`src/rtl/fmt_pkg.sv`:
```
package fmt_pkg;
    typedef enum logic [1:0] {
        ST_OFF = 2'd0,
        ST_LO  = 2'd1,
        ST_HI  = 2'd2
    } fmt_state_t;

    localparam logic [1:0] PAD_CMOS     = 2'd0;
    localparam logic [1:0] PAD_LVDS_NOM = 2'd1;
    localparam logic [1:0] PAD_LVDS_LOW = 2'd2;
endpackage

```
`src/rtl/fmt_clamp.sv`:
```
module fmt_clamp #(
    parameter int W = 14
) (
    input  logic [W:0]   raw,
    output logic [W-1:0] code,
    output logic         ovr
);
    localparam logic [W:0] FULL = {1'b0, {W{1'b1}}};

    always_comb begin
        if (raw >= FULL) begin
            code = {W{1'b1}};
            ovr  = 1'b1;
        end else begin
            code = raw[W-1:0];
            ovr  = 1'b0;
        end
    end
endmodule

```
`src/rtl/fmt_phase_fsm.sv`:
```
module fmt_phase_fsm
    import fmt_pkg::*;
(
    input  logic       clk,
    input  logic       rst_n,
    input  logic       pwr_down,
    output fmt_state_t state,
    output logic       launch
);
    fmt_state_t state_d;

    always_comb begin
        state_d = state;
        if (pwr_down) begin
            state_d = ST_OFF;
        end else begin
            unique case (state)
                ST_OFF:  state_d = ST_LO;
                ST_LO:   state_d = ST_HI;
                ST_HI:   state_d = ST_LO;
                default: state_d = ST_OFF;
            endcase
        end
    end

    assign launch = (state_d == ST_LO);

    always_ff @(posedge clk or negedge rst_n) begin
        if (!rst_n) state <= ST_OFF;
        else        state <= state_d;
    end

    assert_rise_R2: assert property (@(posedge clk) disable iff (!rst_n)
        (state == ST_LO && !pwr_down) |=> (state == ST_HI));
    assert_fall_R2: assert property (@(posedge clk) disable iff (!rst_n)
        (state == ST_HI && !pwr_down) |=> (state == ST_LO));
    assert_sleep_R10: assert property (@(posedge clk) disable iff (!rst_n)
        pwr_down |=> (state == ST_OFF));
endmodule

```
`src/rtl/fmt_lane_mux.sv`:
```
module fmt_lane_mux #(
    parameter int W = 14
) (
    input  logic [W-1:0] word,
    input  logic         ddr,
    input  logic         phase_hi,
    input  logic         en,
    output logic [W-1:0] pins
);
    localparam int PAIRS = W / 2;

    for (genvar k = 0; k < PAIRS; k++) begin : g_pair
        always_comb begin
            if (!en) begin
                pins[2*k]   = 1'b0;
                pins[2*k+1] = 1'b0;
            end else if (ddr) begin
                pins[2*k]   = phase_hi ? word[2*k] : word[2*k+1];
                pins[2*k+1] = 1'b0;
            end else begin
                pins[2*k]   = word[2*k];
                pins[2*k+1] = word[2*k+1];
            end
        end
    end
endmodule

```
`src/rtl/fmt_pad_sel.sv`:
```
module fmt_pad_sel
    import fmt_pkg::*;
(
    input  logic [1:0] strap,
    input  logic       ovr_en,
    input  logic [1:0] cfg,
    output logic [1:0] pad_std
);
    logic [1:0] src;

    always_comb begin
        src = ovr_en ? cfg : strap;
        unique case (src)
            2'b00:   pad_std = PAD_CMOS;
            2'b10:   pad_std = PAD_LVDS_LOW;
            default: pad_std = PAD_LVDS_NOM;
        endcase
    end
endmodule

```
`src/rtl/adc_out_fmt.sv`:
```
module adc_out_fmt
    import fmt_pkg::*;
#(
    parameter int W = 14
) (
    input  logic         clk,
    input  logic         rst_n,
    input  logic         smp_valid,
    input  logic [W:0]   smp_raw,
    input  logic         ddr_sel,
    input  logic [1:0]   strap_pad,
    input  logic         cfg_ovr_en,
    input  logic [1:0]   cfg_pad,
    input  logic         pwr_down,
    output logic         oclk,
    output logic [W-1:0] odata,
    output logic         oovr,
    output logic         oe,
    output logic [1:0]   pad_std
);
    localparam logic [W-1:0] ODD_MASK = {(W/2){2'b10}};
    localparam logic [W-1:0] ALL_ONES = {W{1'b1}};

    fmt_state_t   state;
    logic         launch;
    logic [W-1:0] clamp_code;
    logic         clamp_ovr;
    logic [W-1:0] hold_q, word_q;
    logic         hold_ovr_q, ovr_q, ddr_q;

    initial begin
        if (W % 2 != 0) $error("W must be even");
    end

    fmt_phase_fsm u_fsm (
        .clk(clk), .rst_n(rst_n), .pwr_down(pwr_down),
        .state(state), .launch(launch)
    );

    fmt_clamp #(.W(W)) u_clamp (
        .raw(smp_raw), .code(clamp_code), .ovr(clamp_ovr)
    );

    always_ff @(posedge clk or negedge rst_n) begin
        if (!rst_n) begin
            hold_q     <= '0;
            hold_ovr_q <= 1'b0;
        end else if (smp_valid) begin
            hold_q     <= clamp_code;
            hold_ovr_q <= clamp_ovr;
        end
    end

    always_ff @(posedge clk or negedge rst_n) begin
        if (!rst_n) begin
            word_q <= '0;
            ovr_q  <= 1'b0;
            ddr_q  <= 1'b0;
        end else if (launch) begin
            word_q <= smp_valid ? clamp_code : hold_q;
            ovr_q  <= smp_valid ? clamp_ovr : hold_ovr_q;
            ddr_q  <= ddr_sel;
        end
    end

    always_comb begin
        oe   = (state != ST_OFF);
        oclk = (state == ST_HI);
        oovr = oe & ovr_q;
    end

    fmt_lane_mux #(.W(W)) u_mux (
        .word(word_q), .ddr(ddr_q), .phase_hi(oclk), .en(oe), .pins(odata)
    );

    fmt_pad_sel u_pad (
        .strap(strap_pad), .ovr_en(cfg_ovr_en), .cfg(cfg_pad), .pad_std(pad_std)
    );

    assert_quiet_R10: assert property (@(posedge clk) disable iff (!rst_n)
        !oe |-> (odata == '0 && !oclk && !oovr));
    assert_odd_low_R4: assert property (@(posedge clk) disable iff (!rst_n)
        (oe && ddr_q) |-> ((odata & ODD_MASK) == '0));
    assert_sat_R6: assert property (@(posedge clk) disable iff (!rst_n)
        (oe && !ddr_q && oovr) |-> (odata == ALL_ONES));
    assert_period_stable_R3: assert property (@(posedge clk) disable iff (!rst_n)
        (state == ST_HI) |-> (word_q == $past(word_q) && ovr_q == $past(ovr_q)));
    assert_mode_hold_R7: assert property (@(posedge clk) disable iff (!rst_n)
        (state == ST_HI) |-> (ddr_q == $past(ddr_q)));
endmodule

```
`config.mk`:
```
export PLATFORM = sky130hd
export DESIGN_NAME = adc_out_fmt
export DESIGN_NICKNAME = d
export VERILOG_FILES = /design/src/rtl/fmt_pkg.sv /design/src/rtl/fmt_clamp.sv /design/src/rtl/fmt_phase_fsm.sv /design/src/rtl/fmt_lane_mux.sv /design/src/rtl/fmt_pad_sel.sv /design/src/rtl/adc_out_fmt.sv
export SDC_FILE = /design/constraint.sdc
export NUM_CORES = 1
export LEC_CHECK = 0
export BUFFER_PORTS_ARGS = -buffer_cell sky130_fd_sc_hd__buf_2
export CELL_PAD_IN_SITES_DETAIL_PLACEMENT = 1
export CELL_PAD_IN_SITES_GLOBAL_PLACEMENT = 2
export CORE_ASPECT_RATIO = 1.4
export CORE_MARGIN = 5
export CORE_UTILIZATION = 33
export CTS_CLUSTER_DIAMETER = 30
export DETAILED_ROUTE_END_ITERATION = 6
export PLACE_DENSITY = 0.87
export RECOVER_POWER = 100
export SYNTH_ARGS = -nofsm -noshare
export SYNTH_HDL_FRONTEND = slang
export SYNTH_SLANG_ARGS = --single-unit
```
`constraint.sdc`:
```
create_clock -name clk -period 1.7 [get_ports clk]
set_clock_uncertainty 0.15 [all_clocks]
set_input_delay 0.255 -clock clk [delete_from_list [all_inputs] [get_ports clk]]
set_output_delay 0.255 -clock clk [all_outputs]
set_load 0.005 [all_outputs]
```
* After elaboration in Yosys (flattened, before gate mapping)
Cells that the tools add are included.
Storage, ports and cells: input port bits 25, logic and storage cells 45, register bits 33, output and inout port bits 19
Cells by class: bitwise operators 1, mux-type cells 29, order comparisons 1, equal/unequal tests 4, reduce and logical (&&, ||, !) cells 4
Operator list (count):
- $mux 2 | 16
- $mux 14 | 2
- $ge 15x14->1 const B | 1
- $mux 1 | 9
- $pmux 2 s2 | 2
- $eq 2x1->1 const B | 2
- $eq 2x2->1 const B | 2
- $logic_not 2->1 | 2
- $reduce_bool 2->1 | 1
- $reduce_or 2->1 | 1
- $and 1x1->1 | 1

* Logic depth before layout (Yosys ltp)
Gate-level depths: netlist (run 1).
depth in word-level cells 5, mapped depth 5, depth with buffers taken out 3

* By module
From an unflattened synthesis (run 1), not the netlist that was laid out.
Second synthesis, totals: cells, all modules 131, area, all modules 1711.6 µm²
Modules (own cells, without submodules):
- adc_out_fmt | seq. area each 775.7 µm², area an instance 1262.5 µm², instances 1, cells each 69
- fmt_lane_mux | seq. area each 0.0 µm², area an instance 212.7 µm², instances 1, cells each 32
- fmt_clamp | seq. area each 0.0 µm², area an instance 135.1 µm², instances 1, cells each 21
- fmt_phase_fsm | seq. area each 50.0 µm², area an instance 70.1 µm², instances 1, cells each 5
- fmt_pad_sel | seq. area each 0.0 µm², area an instance 31.3 µm², instances 1, cells each 4

* Worst setup path before layout (run 1)
No wires, ideal clock.
path kind register -> register, start point register u_fsm.state[0], end point register word_q[1], path slack 235 ps, clock period less this slack 1465 ps, data required time 1416 ps, arrival 1181 ps, setup time 134 ps, buffers on the path 2, stages on the path, launching flop included 5, cells stage by stage dfrtp_1 buf_4 nor3_2 buf_2 a31oi_1
On the way: longest elaborated chain between the ends 5, elaborated cells between the ends (all ways) 7, classes of those cells 3 x eq/ne; 2 x mux; 2 x reduce/logical
Ends and longest elaborated chain:
- start: declaration | line fmt_phase_fsm.sv:7 | output fmt_state_t state,
- start signal: assignment | line fmt_phase_fsm.sv:30 | else state <= state_d;
- $eq 2x2->1 / $logic_not 2->1 (equally long branches) | line fmt_phase_fsm.sv:17 | unique case (state)
- $reduce_or 2->1 (no source line)
- $pmux 2 s2 (*) | line fmt_phase_fsm.sv:17
- $mux 2 (*) | line fmt_phase_fsm.sv:14 | if (pwr_down) begin
- $eq 2x1->1 (*) | line fmt_phase_fsm.sv:26 | assign launch = (state_d == ST_LO);
- end signal: assignment | line adc_out_fmt.sv:60 | word_q <= smp_valid ? clamp_code : hold_q;
- end: declaration | line adc_out_fmt.sv:28 | logic [W-1:0] hold_q, word_q;
Every way passes the cells marked *; elsewhere a longest branch is shown, timed or not. A chain may end at the register's enable or synchronous reset.

* Final worst setup path (run 1)
start point register u_fsm.state[0], end point output odata[3]
On the way: longest elaborated chain between the ends 2
Ends and longest elaborated chain:
- $reduce_bool 2->1 | line adc_out_fmt.sv:67 | oe = (state != ST_OFF);
- $mux 2 | line fmt_lane_mux.sv:14 | if (!en) begin
- end: declaration | line adc_out_fmt.sv:16 | output logic [W-1:0] odata,
Every way passes these cells.

==> results of run 1 <==
==> metrics by stage <==
stage,utilization [%],cells,TNS [ns],worst slack (ns),cell area (sq um)
after floorplan,-,157,0,0.235,1780
after global placement,40.4,266,0,0.0588,2100
after detailed placement,40.4,266,0,0.0530,2100
after CTS,43.3,277,-0.621,-0.0559,2250
after global routing,42.8,277,-2.39,-0.0986,2220
final,42.8,277,-0.455,-0.0418,2220
==> metal layers <==
layer	vias to the layer above	global-route usage, %	part of all wire, %
met1	714	16.9	42
li1	727	-	-
met4	0	5.21	1.7
met5	-	0	0
met2	30	24.7	52
met3	7	3.32	4.1
==> logic make-up after synthesis <==
family | synth area share (%)
compound gates | 23.6
buf+inv | 5.48
flops | 46.4
mux | 9.77
simple gates | 14.8
==> worst paths after layout <==
kind / start / to / slack (ns) / cells after the start
worst max-delay path: u_fsm.state[0] / odata[3] / -0.04 / 3
worst min-delay path: ddr_sel / ddr_q / 0.04 / 3
worst max register to register: u_fsm.state[0] / word_q[10] / 0.01 / 4
worst min register to register: hold_q[0] / hold_q[0] / 0.37 / 1
max in group asynchronous: rst_n / u_fsm.state[0] / 0.31 / 3
min in group asynchronous: rst_n / hold_q[11] / 0.52 / 3
==> worst reg2reg max path, cell delays in order (launching register included) <==
cell and delay [ns]:
dfrtp_2 0.46, buf_4 0.21, or4_1 0.55, o21ai_0 0.12, a31oi_2 0.05
==> cells in the mapped netlist (all sizes together) (2+ instances only) <==
library cell / number / area (sq um)
clkbuf: 4 / 15.0
nor2: 5 / 21.3
nand4: 3 / 18.8
mux2i: 14 / 140
nand2: 2 / 7.51
a21oi: 2 / 10.0
o21ai: 15 / 75.1
dfrtp: 33 / 826
mux2: 3 / 33.8
or4: 15 / 116
a31oi: 14 / 150
nor2b: 2 / 12.5
and3: 7 / 43.8
buf: 10 / 78.8
o22a: 13 / 115
and2: 2 / 12.5
a22o: 7 / 61.3
==> power groups by stage <==
stage | Sequential, mW | Clock [mW] | Combinational [mW]
after floorplan | 0.930 | 0 | 0.257
after global placement | 0.950 | 0 | 0.429
after detailed placement | 0.956 | 0 | 0.442
after CTS | 0.945 | 0.664 | 0.461
after global routing | 0.960 | 0.690 | 0.491
final | 0.945 | 0.645 | 0.439
==> state kept, by name, summed over array words and instances, names as in the netlist <==
| signal | count |
|---|---|
| ddr_q | 1 |
| hold_ovr_q | 1 |
| hold_q | 14 |
| ovr_q | 1 |
| u_fsm.state | 2 |
| word_q | 14 |
==> final cells by class <==
| type | count | area (sq um) | area share [%] |
|---|---|---|---|
| flip-flops and latches | 33 | 827 | 37.2 |
| well taps | 66 | 82.6 | 3.72 |
| clock inverters | 1 | 5.00 | 0.225 |
| multi-input cells | 109 | 876 | 39.4 |
| repair buffers | 60 | 332 | 14.9 |
| inverters | 1 | 3.75 | 0.169 |
| clock buffers | 7 | 96.3 | 4.34 |
==> repair_timing <==
action,4_1_cts,5_1_grt
endpoints found under the hold margin,33,0
hold buffers,1,0
pin swaps,3,1
gates resized for setup,9,0
setup endpoints to repair,15,22
setup buffers,2,0
==> results_dict.tcl, run 1 <==
set metrics [dict create \
    status "finished with violations" \
    powerDensity_nw_per_um2 914 \
    critical_path.max_stage_delay_ns 0.46 \
    switching_share_pct 27.7 \
    path_buf_inv 1 \
    drtIter0Drc 23 \
    final_cell_mix "buf_2, dfrtp_1, or4_1, o21ai_0, mux2i_1" \
    grt_util_all_layers_pct 14.3 \
    first_pass_iters 2 \
    gp_congestion 0.747 \
    rsz0062_at_grt "true" \
    postRouteAntennaNets 0 \
    critPathMaxFanout 9 \
    cts_sinks 33 \
    drc_errors 0 \
    power.switching_mw 0.561 \
    syn-num-nets 182 \
    critPathTopFamily "simple AND/OR/NAND/NOR gates" \
    row_count 31 \
    synth-seq-cells 33 \
    cap_violations 0 \
    syn-cell-area_sq_um 1780 \
    drive_gt1_share_pct 39.8 \
    relSlewSlack_pct 45.8 \
    setup_slack_ns -0.0418 \
    start_util_pct 34.2 \
    synthToLayoutAreaGrowth_pct 24.9 \
    worstPathArrival_ns 1.34 \
    ys_seq_area_share_pct 46.4 \
    hold_ws_ns 0.0425 \
    synth_cell_types 31 \
    required_ns 1.29 \
    ys.flop_type "dfrtp_1" \
    crit_type "flop to output pin" \
    synthCells 157 \
    wirelength_um 4700 \
    die_w_um 72.1 \
    grt_pass1_wl_um 7980 \
    cts_tree "built" \
    vias 1478 \
    p_comb_share_pct 21.6 \
    async_flop_share_pct 100 \
    crit_chain "or2_4, and3_1, buf_2" \
    dp_hpwl_um 3630 \
    grt_pass1_vias 1630 \
    vias_per_cell 5.34 \
    fp.coreArea_sq_um 5200 \
    antenna_found_initial 0 \
    hp-class "input pin to flop" \
    grt_start_max_net_pins 34 \
    overflow 0 \
    finalMaxSlewViolations 0 \
    h-tree-depth 2 \
    cts_buffer_depth 2 \
    syn-mean-instance-area_sq_um 11.3 \
    path_clk_slew_ns 0.07 \
    worstMarginPinSlew_ns 0.813 \
    total_power_mw 2.03 \
    seq_power_share_pct 46.6 \
    clk_latency_ns 0.28 \
    io_buffer_count 43 \
    p_int_mw 1.47 \
    period_needed_ns 1.74 \
    period_share_pct 102 \
    hold_viol 0 \
    cp_slowest_cell "dfrtp_2" \
    nNetsFinal 235 \
    max_freq_mhz 574 \
    nFillCells 613 \
    violations "setup timing" \
    cp-start-kind "flop" \
    clkPwrFrac_pct 31.8 \
    diodes 0 \
    die_area_sq_um 6980 \
    yosysWarnings 0 \
    leakagePower_nw 0.954 \
    synth_edf_count 0 \
    io_pins 44 \
    cts_buffers 5 \
    root_buffer "clkbuf_8" \
    wl_per_cell_um 17.0 \
    final_common_cell "buf_2" \
    die_h_um 96.9 \
    ir_drop_mv 0.539 \
    end_kind "output pin" \
    setup_viol 15 \
]
Note: power is estimated with default switching activity, not from simulation.
==> run 2: changes to the inputs <==
- BUFFER_PORTS_ARGS: -buffer_cell sky130_fd_sc_hd__buf_2 -> not set
- CORE_UTILIZATION: 33 -> 39
- DONT_BUFFER_PORTS: not set -> 1
- PLACE_DENSITY: 0.87 -> 0.86
==> run 2 against run 1 <==
  * The flow now finishes without violations
  * Design area up 0.96%
  * Worst setup slack better by 0.065 ns
  * Clock power down 9.3%
  * Critical path depth down 1
  * Sequential share of layout area down 0.35 points
  * Wire length up 12%
  * Power down 4.3%
  * Sequential power up 0.4%
  * Global-route usage up 3.9 points
  * Critical endpoint is now odata[6]
  * Largest power group unchanged
==> results_dict.tcl, run 2 (same netlist as run 1, synthesis figures left out) <==
set metrics [dict create \
    reg2reg_setup_slack_ns 0.03 \
    period_share_pct 98.6 \
    dpl_cell_area_sq_um 1810 \
    die_area_sq_um 6030 \
    diodes 0 \
    power.switching_mw 0.521 \
    reg_top3 "hold_q: 14 flops, word_q: 14 flops, u_fsm.state: 2 flops" \
    clk_latency_ns 0.28 \
    vias_per_cell 5.88 \
    gp_congestion 0.783 \
    die_h_um 89.9 \
    hold_viol 0 \
    vias 1471 \
    first_pass_iters 4 \
    final_common_cell "dfrtp_1" \
    p_comb_share_pct 21.0 \
    die_w_um 67.1 \
    hp-class "input pin to flop" \
    worstMarginPinSlew_ns 0.811 \
    seq_power_share_pct 48.8 \
    drc_errors 0 \
    postRouteAntennaNets 0 \
    cts_buffer_depth 2 \
    grt_pass1_wl_um 8540 \
    antenna_found_initial 0 \
    p_int_mw 1.42 \
    relSlewSlack_pct 46.0 \
    critPathMaxFanout 7 \
    fin_area_sq_um 2240 \
    end_kind "output pin" \
    final_cell_mix "dfrtp_1, dlygate4sd3_1, mux2i_1, or4_1, o21ai_0" \
    fp.coreArea_sq_um 4460 \
    nNetsFinal 213 \
    clkPwrFrac_pct 30.1 \
    nFillCells 485 \
    dp_hpwl_um 3510 \
    worstPathArrival_ns 1.27 \
    root_buffer "clkbuf_8" \
    setup_viol 0 \
    grt_util_all_layers_pct 18.2 \
    start_util_pct 39.9 \
    path_clk_slew_ns 0.06 \
    io_buffer_count 0 \
    status "finished, final reports clean" \
    max_freq_mhz 596 \
    cts_sinks 33 \
    io_pins 44 \
    rsz0062_at_grt "true" \
    cts_tree "built" \
    cap_violations 0 \
    grt_start_max_net_pins 43 \
    drtIter0Drc 34 \
    grt_pass1_vias 1670 \
    setup_tns_ns 0 \
    switching_share_pct 26.8 \
    finalMaxSlewViolations 0 \
    hold_ws_ns 0.0492 \
    cts_buffers 5 \
    ir_drop_mv 0.441 \
    crit_type "flop to output pin" \
    powerDensity_nw_per_um2 866 \
    wl_per_cell_um 21.0 \
    cp-start-kind "flop" \
    period_needed_ns 1.68 \
    row_count 29 \
    drive_gt1_share_pct 22.3 \
    h-tree-depth 2 \
    leakagePower_nw 0.827 \
    required_ns 1.29 \
    synthToLayoutAreaGrowth_pct 26.1 \
    overflow 0 \
    wirelength_um 5250 \
]
run 2: metal layers:
layer	global-route usage (%)	up-vias	part of all wire, %
met1	21.6	745	39
met3	4.61	8	5.8
met4	6.94	0	1.8
met2	30.8	38	53
li1	-	680	-
met5	0	-	0
run 2: worst paths after layout:
| kind | start | end | cells past startpoint |
|---|---|---|---|
| max in group asynchronous | rst_n | u_fsm.state[0] | 2 |
| min in group asynchronous | rst_n | word_q[6] | 2 |
| max reg2reg | u_fsm.state[0] | word_q[2] | 4 |
| min | smp_raw[14] | hold_ovr_q | 2 |
| min reg2reg | word_q[8] | word_q[8] | 1 |
| max | u_fsm.state[0] | odata[6] | 2 |
run 2: timing repair:
| action | 4_1_cts | 5_1_grt |
|---|---|---|
| gates cloned | 0 | 1 |
| endpoints found under the hold margin | 50 | 0 |
| hold buffers | 29 | 0 |
| pin swaps | 5 | 5 |
| endpoints found under the setup margin | 14 | 14 |
| buffers inserted | 2 | 0 |
| resized for setup | 4 | 10 |
run 2: worst max-delay path: stages, from the launching register on:
cell,delay (ns)
dfrtp_2,0.46
and2_2,0.26
a22o_1,0.27
run 2: through the flow:
stage / cells / util, % / power, mW / setup WS (ns)
global placement: 211 / 40.5 / 1.23 / 0.149
global route: 250 / 50.3 / 2.04 / -0.0116
detailed placement: 211 / 40.5 / 1.26 / 0.0601
CTS: 249 / 49.6 / 1.94 / -0.0170
finish: 250 / 50.3 / 1.94 / 0.0234
floorplan: 157 / - / 1.19 / 0.235
run 2: cell type report:
| class | count | area, sq um | share of cell area, % |
|---|---|---|---|
| Sequential cell | 33 | 827 | 36.9 |
| Multi-Input combinational cell | 110 | 903 | 40.3 |
| Timing Repair Buffer | 37 | 345 | 15.4 |
| Inverter | 1 | 3.75 | 0.167 |
| Clock buffer | 7 | 86.3 | 3.85 |
| Tap cell | 62 | 77.6 | 3.46 |
run 2: power by group through the flow:
stage	Sequential (mW)	Combinational (mW)	Clock, mW
after floorplan	0.930	0.257	0
after global placement	0.951	0.282	0
after detailed placement	0.957	0.300	0
after CTS	0.943	0.394	0.605
after global routing	0.960	0.444	0.636
final	0.949	0.409	0.585
==> run 3: changes to the inputs <==
- clock period: 1.7 -> 1.9 ns (I/O delays scaled with it)
==> run 3 against run 2 <==
  * Clock power shrank 9.1%
  * Global-route usage shrank 0.48 points
  * Register-to-register slack gained 0.17 ns
  * Sequential power shrank 11%
  * Die area is the same
  * First-iteration DRC count shrank 18%
  * Via count shrank 5.6%
  * Power shrank 12%
==> results_dict.tcl, run 3 (same netlist as run 1, synthesis figures left out) <==
set metrics [dict create \
    fin_area_sq_um 2140 \
    finalMaxSlewViolations 0 \
    cts_sinks 33 \
    clk_latency_ns 0.29 \
    dpl_cell_area_sq_um 1810 \
    h-tree-depth 2 \
    diodes 0 \
    worstMarginPinSlew_ns 0.831 \
    cp-start-kind "flop" \
    dp_hpwl_um 3600 \
    seq_area_sq_um 826 \
    hp-class "input pin to flop" \
    switching_share_pct 27.2 \
    crit_type "flop to output pin" \
    vias 1389 \
    synthToLayoutAreaGrowth_pct 20.1 \
    start_util_pct 39.9 \
    grt_util_all_layers_pct 17.7 \
    required_ns 1.46 \
    drtIter0Drc 28 \
    nFillCells 496 \
    relSlewSlack_pct 44.6 \
    wl_met3_um 300 \
    cts_tree "built" \
    setup_tns_ns 0 \
    wl_met1_um 1980 \
    rsz0062_at_grt "false" \
    setup_viol 0 \
    antenna_found_initial 0 \
    path_clk_slew_ns 0.07 \
    powerDensity_nw_per_um2 797 \
    max_freq_mhz 552 \
    vias_per_cell 5.72 \
    grt_pass1_wl_um 8270 \
    cts_buffers 5 \
    fp.coreArea_sq_um 4460 \
    overflow 0 \
    post_cts_buffers 0 \
    p_int_mw 1.24 \
    clkPwrFrac_pct 31.2 \
    worstPathArrival_ns 1.38 \
    wirelength_um 5060 \
    power.switching_mw 0.464 \
    die_w_um 67.1 \
    io_pins 44 \
    die_h_um 89.9 \
    p_comb_share_pct 19.0 \
    first_pass_iters 4 \
    cap_violations 0 \
    period_share_pct 95.4 \
    critPathMaxFanout 9 \
    seq_power_share_pct 49.7 \
    end_kind "output pin" \
    period_needed_ns 1.81 \
    grt_pass1_vias 1526 \
    row_count 29 \
    die_area_sq_um 6030 \
    nNetsFinal 206 \
    gp_congestion 0.765 \
    drc_errors 0 \
    wl_per_cell_um 20.8 \
    grt_start_max_net_pins 46 \
    ir_drop_mv 0.404 \
    final_cell_mix "dfrtp_1, dlygate4sd3_1, or4_1, o21ai_0, mux2i_1" \
    status "finished, final reports clean" \
    reg_top3 "hold_q: 14 flops, word_q: 14 flops, u_fsm.state: 2 flops" \
    multi_input_area_sq_um 857 \
    io_buffer_count 0 \
    leakagePower_nw 0.803 \
    postRouteAntennaNets 0 \
    maxUsedRoutingLayer "met4" \
    wl_met2_um 2710 \
    drive_gt1_share_pct 15.5 \
    hold_viol 0 \
    root_buffer "clkbuf_8" \
    cts_buffer_depth 2 \
    final_common_cell "dfrtp_1" \
]
[run 3: changes by cell type in the layout (fill, tap and decap cells not counted), sizes merged]
cell         change
or2              -1
buf              -3
dlygate4sd3      -4
clkbuf           +1
[run 3: per-stage QoR]
| step | power (mW) | worst slack (ns) | hold slack (ns) | util [%] | instances |
|---|---|---|---|---|---|
| floorplan | 1.06 | 0.414 | -0.161 | - | 157 |
| global route | 1.79 | 0.0186 | 0.00751 | 47.9 | 243 |
| detailed placement | 1.12 | 0.235 | -0.159 | 40.5 | 211 |
| global placement | 1.10 | 0.350 | -0.159 | 40.5 | 211 |
| CTS | 1.72 | 0.0696 | 0.00198 | 48.1 | 242 |
| finish | 1.70 | 0.0875 | 0.0165 | 47.9 | 243 |
[run 3: worst max-delay path, stage by stage, from the launching register on]
cell	delay, ns
dfrtp_1	0.44
or2_2	0.41
and3_1	0.23
[run 3: power groups by stage]
stage,sequential [mW],combinational (mW),clock [mW]
final,0.847,0.325,0.532
after floorplan,0.832,0.230,0
after CTS,0.844,0.332,0.539
after global routing,0.856,0.358,0.578
after detailed placement,0.857,0.267,0
after global placement,0.851,0.248,0
[run 3: per-layer routing]
metal / global-route usage (%) / up-vias
met5: 0 / -
met1: 21.2 / 688
met4: 5.08 / 0
met3: 4.74 / 7
met2: 30.4 / 31
li1: - / 663
[run 3: worst paths after layout]
check / start / endpoint / slack (ns) / cells past startpoint
min in group asynchronous: rst_n / word_q[9] / 0.49 / 2
hold / removal: smp_valid / hold_q[0] / 0.02 / 1
hold reg to reg: u_fsm.state[1] / u_fsm.state[1] / 0.29 / 1
setup reg to reg: u_fsm.state[0] / word_q[11] / 0.20 / 4
setup / recovery: u_fsm.state[0] / odata[5] / 0.09 / 2
max in group asynchronous: rst_n / word_q[0] / 0.59 / 2
[run 3: cell type report]
class / instances / share of cell area (%)
clock buffers: 7 / 4.04
inverters: 1 / 0.176
multi-input cells: 109 / 40.1
well taps: 62 / 3.63
repair buffers: 31 / 13.4
flip-flops and latches: 33 / 38.6
[run 3: repair_timing]
action | in CTS | in global routing
setup endpoints to repair | 0 | 6
hold endpoints to repair | 49 | 1
resized for setup | 0 | 1
hold buffers | 24 | 1
